<file path="config.mk">
export PLATFORM = sky130hd
export DESIGN_NAME = softerr_report_queue
export DESIGN_NICKNAME = d
export VERILOG_FILES = /design/src/rtl/softerr_pkg.sv /design/src/rtl/softerr_fifo.sv /design/src/rtl/softerr_sector_slot.sv /design/src/rtl/softerr_pin_fsm.sv /design/src/rtl/softerr_report_queue.sv
export SDC_FILE = /design/constraint.sdc
export NUM_CORES = 1
export LEC_CHECK = 0
export CORE_ASPECT_RATIO = 0.5
export CORE_MARGIN = 1
export CORE_UTILIZATION = 38
export DETAILED_ROUTE_END_ITERATION = 10
export PLACE_DENSITY = 0.63
export SYNTH_ARGS = -nofsm -noshare
export SYNTH_HDL_FRONTEND = slang
export SYNTH_SLANG_ARGS = --single-unit
</file>
<file path="constraint.sdc">
create_clock -name clk -period 3.9 [get_ports clk]
set_input_delay 0.78 -clock clk [delete_from_list [all_inputs] [get_ports clk]]
set_output_delay 0.78 -clock clk [all_outputs]
set_load 0.05 [all_outputs]
</file>
<file path="src/rtl/softerr_pkg.sv">
package softerr_pkg;
    typedef enum logic [1:0] {
        PIN_IDLE   = 2'd0,
        PIN_ACTIVE = 2'd1,
        PIN_GAP    = 2'd2
    } pin_state_t;
endpackage

</file>
<file path="src/rtl/softerr_fifo.sv">
module softerr_fifo #(
    parameter int W     = 16,
    parameter int DEPTH = 16
) (
    input  logic                       clk,
    input  logic                       rst_n,
    input  logic                       push,
    input  logic [W-1:0]               push_data,
    input  logic                       pop,
    output logic [W-1:0]               head,
    output logic                       valid,
    output logic                       full,
    output logic                       ins,
    output logic                       nz_next,
    output logic [$clog2(DEPTH+1)-1:0] level,
    output logic                       ovf
);
    localparam int AW = $clog2(DEPTH);
    localparam int CW = $clog2(DEPTH+1);

    logic [W-1:0]  mem [DEPTH];
    logic [AW-1:0] wr_ptr, rd_ptr;
    logic          pop_ok;
    logic [CW-1:0] level_nx;

    assign valid  = (level != '0);
    assign full   = (level == CW'(DEPTH));
    assign ins    = push && !full;
    assign pop_ok = pop && valid;
    assign head   = mem[rd_ptr];

    always_comb begin
        level_nx = level;
        if (ins && !pop_ok)      level_nx = level + 1'b1;
        else if (!ins && pop_ok) level_nx = level - 1'b1;
    end
    assign nz_next = (level_nx != '0);

    always_ff @(posedge clk) begin
        if (ins) mem[wr_ptr] <= push_data;
    end

    always_ff @(posedge clk) begin
        if (!rst_n) begin
            wr_ptr <= '0;
            rd_ptr <= '0;
            level  <= '0;
            ovf    <= 1'b0;
        end else begin
            level <= level_nx;
            if (ins)    wr_ptr <= wr_ptr + 1'b1;
            if (pop_ok) rd_ptr <= rd_ptr + 1'b1;
            if (push && full) ovf <= 1'b1;
            else if (pop_ok)  ovf <= 1'b0;
        end
    end
endmodule

</file>
<file path="src/rtl/softerr_sector_slot.sv">
module softerr_sector_slot #(
    parameter int LOC_W = 12,
    parameter int PER_W = 12
) (
    input  logic             clk,
    input  logic             rst_n,
    input  logic             scrub_en,
    input  logic [PER_W-1:0] period,
    input  logic             rpt_hit,
    input  logic             rpt_uncorr,
    input  logic [LOC_W-1:0] rpt_loc,
    input  logic             hold_req,
    input  logic             reload_done,
    input  logic             grant,
    output logic             accept,
    output logic             pend,
    output logic [LOC_W-1:0] uc_loc
);
    logic             det_en;
    logic             held;
    logic             uc_active;
    logic [PER_W-1:0] timer;

    assign accept = rpt_hit && det_en && !held;

    always_ff @(posedge clk) begin
        if (!rst_n) begin
            det_en    <= 1'b1;
            held      <= 1'b0;
            uc_active <= 1'b0;
            timer     <= '0;
            pend      <= 1'b0;
            uc_loc    <= '0;
        end else begin
            if (hold_req)         held <= 1'b1;
            else if (reload_done) held <= 1'b0;

            if (reload_done)                det_en <= 1'b1;
            else if (accept && !scrub_en)   det_en <= 1'b0;

            if (reload_done) begin
                uc_active <= 1'b0;
                timer     <= '0;
                pend      <= 1'b0;
            end else begin
                if (grant) pend <= 1'b0;
                if (accept && rpt_uncorr) begin
                    uc_active <= 1'b1;
                    uc_loc    <= rpt_loc;
                    timer     <= '0;
                end else if (uc_active && period != '0) begin
                    if (timer >= period - 1'b1) begin
                        timer <= '0;
                        pend  <= 1'b1;
                    end else begin
                        timer <= timer + 1'b1;
                    end
                end
            end
        end
    end
endmodule

</file>
<file path="src/rtl/softerr_pin_fsm.sv">
module softerr_pin_fsm
    import softerr_pkg::*;
(
    input  logic clk,
    input  logic rst_n,
    input  logic ins,
    input  logic nz_next,
    output logic pin
);
    pin_state_t state, state_nx;

    always_ff @(posedge clk) begin
        if (!rst_n) state <= PIN_IDLE;
        else        state <= state_nx;
    end

    always_comb begin
        state_nx = state;
        unique case (state)
            PIN_IDLE:   if (ins) state_nx = PIN_ACTIVE;
            PIN_ACTIVE: begin
                if (ins)           state_nx = PIN_GAP;
                else if (!nz_next) state_nx = PIN_IDLE;
            end
            PIN_GAP:    state_nx = nz_next ? PIN_ACTIVE : PIN_IDLE;
            default:    state_nx = PIN_IDLE;
        endcase
    end

    always_comb begin
        pin = (state == PIN_ACTIVE);
    end
endmodule

</file>
<file path="src/rtl/softerr_report_queue.sv">
module softerr_report_queue #(
    parameter int N_SECTORS = 8,
    parameter int LOC_W     = 12,
    parameter int PER_W     = 12,
    parameter int DEPTH     = 16,
    localparam int SECT_W   = $clog2(N_SECTORS),
    localparam int MSG_W    = 2 + SECT_W + LOC_W
) (
    input  logic                 clk,
    input  logic                 rst_n,
    input  logic                 scrub_en,
    input  logic [PER_W-1:0]     reinsert_period,
    input  logic                 rpt_valid,
    input  logic [SECT_W-1:0]    rpt_sector,
    input  logic                 rpt_uncorr,
    input  logic [LOC_W-1:0]     rpt_loc,
    input  logic [N_SECTORS-1:0] hold_req,
    input  logic [N_SECTORS-1:0] reload_done,
    input  logic                 rd_ready,
    output logic                 rd_valid,
    output logic [SECT_W-1:0]    rd_sector,
    output logic                 rd_uncorr,
    output logic                 rd_repeat,
    output logic [LOC_W-1:0]     rd_loc,
    output logic                 ovf_flag,
    output logic                 err_pin,
    output logic                 fix_req,
    output logic [SECT_W-1:0]    fix_sector
);
    localparam int CW = $clog2(DEPTH+1);

    logic [N_SECTORS-1:0] rpt_hit, accept, pend, grant;
    logic [LOC_W-1:0]     uc_loc [N_SECTORS];
    logic                 new_push, rein_any, push_req;
    logic [SECT_W-1:0]    rein_sel;
    logic [MSG_W-1:0]     push_data, head;
    logic                 fifo_full, ins, nz_next;
    logic [CW-1:0]        level;

    for (genvar g = 0; g < N_SECTORS; g++) begin : g_slot
        assign rpt_hit[g] = rpt_valid && (rpt_sector == SECT_W'(g));
        softerr_sector_slot #(.LOC_W(LOC_W), .PER_W(PER_W)) u_slot (
            .clk(clk), .rst_n(rst_n), .scrub_en(scrub_en),
            .period(reinsert_period), .rpt_hit(rpt_hit[g]),
            .rpt_uncorr(rpt_uncorr), .rpt_loc(rpt_loc),
            .hold_req(hold_req[g]), .reload_done(reload_done[g]),
            .grant(grant[g]), .accept(accept[g]), .pend(pend[g]),
            .uc_loc(uc_loc[g])
        );
    end

    assign new_push = |accept;

    // fresh reports win; pending copies served lowest sector first
    always_comb begin
        grant    = '0;
        rein_sel = '0;
        rein_any = 1'b0;
        if (!new_push) begin
            for (int i = 0; i < N_SECTORS; i++) begin
                if (pend[i] && !rein_any) begin
                    rein_any = 1'b1;
                    grant[i] = 1'b1;
                    rein_sel = SECT_W'(i);
                end
            end
        end
    end

    assign push_req  = new_push || rein_any;
    assign push_data = new_push ? {1'b0, rpt_uncorr, rpt_sector, rpt_loc}
                                : {1'b1, 1'b1, rein_sel, uc_loc[rein_sel]};

    softerr_fifo #(.W(MSG_W), .DEPTH(DEPTH)) u_fifo (
        .clk(clk), .rst_n(rst_n), .push(push_req), .push_data(push_data),
        .pop(rd_ready), .head(head), .valid(rd_valid), .full(fifo_full),
        .ins(ins), .nz_next(nz_next), .level(level), .ovf(ovf_flag)
    );

    assign {rd_repeat, rd_uncorr, rd_sector, rd_loc} = head;

    softerr_pin_fsm u_pin (
        .clk(clk), .rst_n(rst_n), .ins(ins), .nz_next(nz_next), .pin(err_pin)
    );

    always_ff @(posedge clk) begin
        if (!rst_n) begin
            fix_req    <= 1'b0;
            fix_sector <= '0;
        end else begin
            fix_req    <= new_push && scrub_en && !rpt_uncorr;
            fix_sector <= rpt_sector;
        end
    end
endmodule

</file>
==> results.yml <==
status:
  status: "completed"
timing:
  tightest_slew_ps: 870.5
  max_freq_mhz: 266.1
  setup_tns_ps: 0
  post-route-period-util: 0.9635
  fin_ws_ps: 142.3
  rsz0062_at_grt: "no"
  slew_viol_final: 0
  setup_viol: 0
  hold_viol_final: 0
  period_needed_ps: 3758
  timing.hold.ws_ps: 448.3
  fin_skew_ps: 15.88
  maxSlewHeadroom: 0.4197
setup_path:
  path_cells: "buf_12, buf_4, mux4_2, mux4_2, buf_4"
  path_max_fanout: 16
  worstSetupEndpointType: "output port"
  crit_path_end: "rd_loc[2]"
  r2r_setup_slack_ps: 530
  critPathArrivalTime_ps: 2980
  critical_path.max_stage_delay_ps: 560
  crit_type: "register to output port"
  r2r-start: "g_slot[0].u_slot.pend$_SDFF_PP0_"
  cpMaxStageDelayCell: "mux4_2"
  ff2ff_path_depth: 10
  required_ps: 3120
  reg2reg_to: "u_fifo.mem[5][7]$_DFFE_PP_"
  start_kind: "register"
drt:
  drtIter0Drc: 1241
  detail_route.wl_per_cell_um: 19.09
  post-route-drc-count: 0
  drt_pass1_iterations: 5
  routed_via_density: 5.198
  ant_nets: 0
  wirelength_mm: 57.14
  vias: 15560
synth:
  ys_types: 62
  synth_mux_area_frac: 0.1182
  synth_compound_area_frac: 0.08644
  synth-simple-area-share: 0.1259
  netlist_area_sq_um: 23910
  synthArstFlopShare: 0
  synth_edf_count: 272
  syn_nets: 2145
  synth-seq-area-share: 0.5492
  syn_inst: 1983
  synth_fa_ha_area_frac: 0.05997
  yosys_warnings: 0
  synthXorXnorAreaFrac: 0.03956
  ys.flop_type: "edfxtp_1"
  synth_top_family_by_area: "simple AND/OR/NAND/NOR gates"
  avgSynthCellArea_sq_um: 12.06
  synth-seq-cells: 520
cts:
  clockBufferDepth: 3
  tritoncts: "done"
  clk_latency_ps: 580
  root_buffer: "clkbuf_16"
  clk_pin_slew_worst_paths_ps: 60
  holdBufCountCts: 0
  cts.htree.levels: 2
  postCtsSetupRepairBufs: 0
  cts.sinks: 520
  cts_buffers: 48
die:
  initial_core_util: 0.3878
  io_pins: 73
  dieArea_sq_um: 63990
  core-area_sq_um: 61660
  die_w_um: 356.8
  die_h_um: 179.4
  row_count: 64
placed_design:
  post-place-ws_ps: -351.3
  placed_cells: 2905
  gp_congestion: 0.8270
  port_buffers: 72
  dp_hpwl_mm: 36.81
run:
  maxCapViolations: 0
global_route:
  overflow: 0
  antenna_found_initial: 0
  grt_pass1_vias: 15460
  grt.total_usage: 0.1809
  grt_pass1_wl_mm: 89.53
  grt_max_degree: 102
final_layout:
  nNetsFinal: 2292
  diodes: 0
  instances_no_fill: 2993
  layout-drive-gt1-share: 0.1499
  fin_util: 0.4547
  syn2layout_area_growth_pct: 17.26
power_and_ir_drop:
  p_per_area_nw_per_um2: 463.5
  power_leakage_nw: 9.895
  vdd_drop_max_uv: 342.7
hold_path:
  hold_path_class: "register to register"
==> synth_stat cells (50+ instances only) <==
| cell | n | area share |
|---|---|---|
| a21boi_0 | 78 | 0.024 |
| clkbuf_1 | 83 | 0.013 |
| dfxtp_1 | 248 | 0.21 |
| edfxtp_1 | 272 | 0.34 |
| ha_1 | 113 | 0.059 |
| mux2i_1 | 91 | 0.038 |
| mux4_2 | 85 | 0.080 |
| nand2_1 | 251 | 0.039 |
| nand3_1 | 50 | 0.010 |
| nor2_1 | 145 | 0.023 |
| o21a_1 | 52 | 0.016 |
| xor2_1 | 65 | 0.024 |
==> worst min path at each step <==
stage	end	slack (ps)	startpoint	depth (start not counted)
floorplan	g_slot[1].u_slot.det_en$_SDFFE_PP1P_	420	g_slot[1].u_slot.det_en$_SDFFE_PP1P_	2
global placement	g_slot[2].u_slot.det_en$_SDFFE_PP1P_	430	g_slot[2].u_slot.det_en$_SDFFE_PP1P_	2
detailed placement	g_slot[1].u_slot.det_en$_SDFFE_PP1P_	440	g_slot[1].u_slot.det_en$_SDFFE_PP1P_	2
CTS	g_slot[1].u_slot.det_en$_SDFFE_PP1P_	450	g_slot[1].u_slot.det_en$_SDFFE_PP1P_	2
global route	g_slot[1].u_slot.det_en$_SDFFE_PP1P_	470	g_slot[1].u_slot.det_en$_SDFFE_PP1P_	2
finish	g_slot[1].u_slot.det_en$_SDFFE_PP1P_	450	g_slot[1].u_slot.det_en$_SDFFE_PP1P_	2
==> cell type report <==
class,count,area [sq um]
clock buffers,61,1301
multi-input cells,1332,10380
fillers,5580,33620
flip-flops and latches,520,13140
inverters,35,131.4
clock inverters,27,270.3
well taps,825,1032
repair buffers,193,1788
==> metal layers <==
| metal | vias to the layer above | GRT usage | routed length [um] |
|---|---|---|---|
| met5 | - | 0 | 0 |
| met4 | 0 | 0.04274 | 1154 |
| met3 | 84 | 0.02491 | 2469 |
| met2 | 306 | 0.3092 | 27180 |
| met1 | 7647 | 0.2446 | 26340 |
| li1 | 7521 | - | - |
==> critical path, delay by kind of cell, from the launching register on <==
kind                   cells  cell delay [ps]
multiplexers               2             1090
buffers and inverters      3              800
flip-flops                 1              510
==> cells by family (layout without fill, tap and decap cells) <==
kind of cell | count (synthesis) | after routing
adders and majority gates | 115 | 115
and+or+nand+nor | 637 | 637
DFF | 520 | 520
muxes | 176 | 176
buffers and inverters | 131 | 316
AOI/OAI and AO/OA | 296 | 296
xor gates and xnor gates | 108 | 108
==> repair_timing <==
action,CTS,global route
gates resized for setup,11,1
pin swaps,0,0
setup endpoints to repair,11,2
==> registers in the layout, indices dropped and copies added (netlist names), named ones only <==
| register | count |
|---|---|
| g_slot.u_slot.timer | 96 |
| fix_req | 1 |
| g_slot.u_slot.uc_loc | 96 |
| g_slot.u_slot.held | 8 |
| u_pin.state | 2 |
| u_fifo.mem | 272 |
| fix_sector | 3 |
| g_slot.u_slot.pend | 8 |
| u_fifo.wr_ptr | 4 |
| g_slot.u_slot.uc_active | 8 |
| u_fifo.rd_ptr | 4 |
| g_slot.u_slot.det_en | 8 |
| u_fifo.level | 5 |
| u_fifo.ovf | 1 |
==> through the flow <==
step                      power [W]  cell area (sq um)
after floorplan            0.007688              23930
after global placement     0.008413              26470
after detailed placement   0.008436              26470
after CTS                   0.01314              28030
after global routing        0.01350              28040
final                       0.01300              28040
==> where the power goes <==
| part | switching (W) | total [W] | leakage [nW] | internal (W) |
|---|---|---|---|---|
| Clock | 0.00209 | 0.00474 | 0.767 | 0.00265 |
| Combinational | 0.00124 | 0.00228 | 4.63 | 0.00104 |
| Sequential | 0.0000938 | 0.00597 | 4.50 | 0.00588 |
| Total | 0.00343 | 0.0130 | 9.89 | 0.00957 |
==> cell usage in the layout (no fill, tap or decap), drive strengths merged, types with 5 or more instances in the layout <==
cell	n
nor4	11
or2	6
and2	33
mux2i	91
nor2b	46
nand2	252
a21boi	79
nor2	145
xnor2	43
nand4	15
nand3	50
xor2	65
mux4	85
nor3	17
o211ai	6
a211oi	9
inv	37
o22ai	20
nor4b	6
a21oi	25
ha	113
a21o	23
o21ai	46
and4	6
dlygate4sd2	11
buf	127
clkdlybuf4s50	55
nand2b	25
o41ai	5
and3	13
clkinv	18
clkbuf	61
o21a	52
dfxtp	248
a211o	6
edfxtp	272
(Power assumes the default switching activity.)
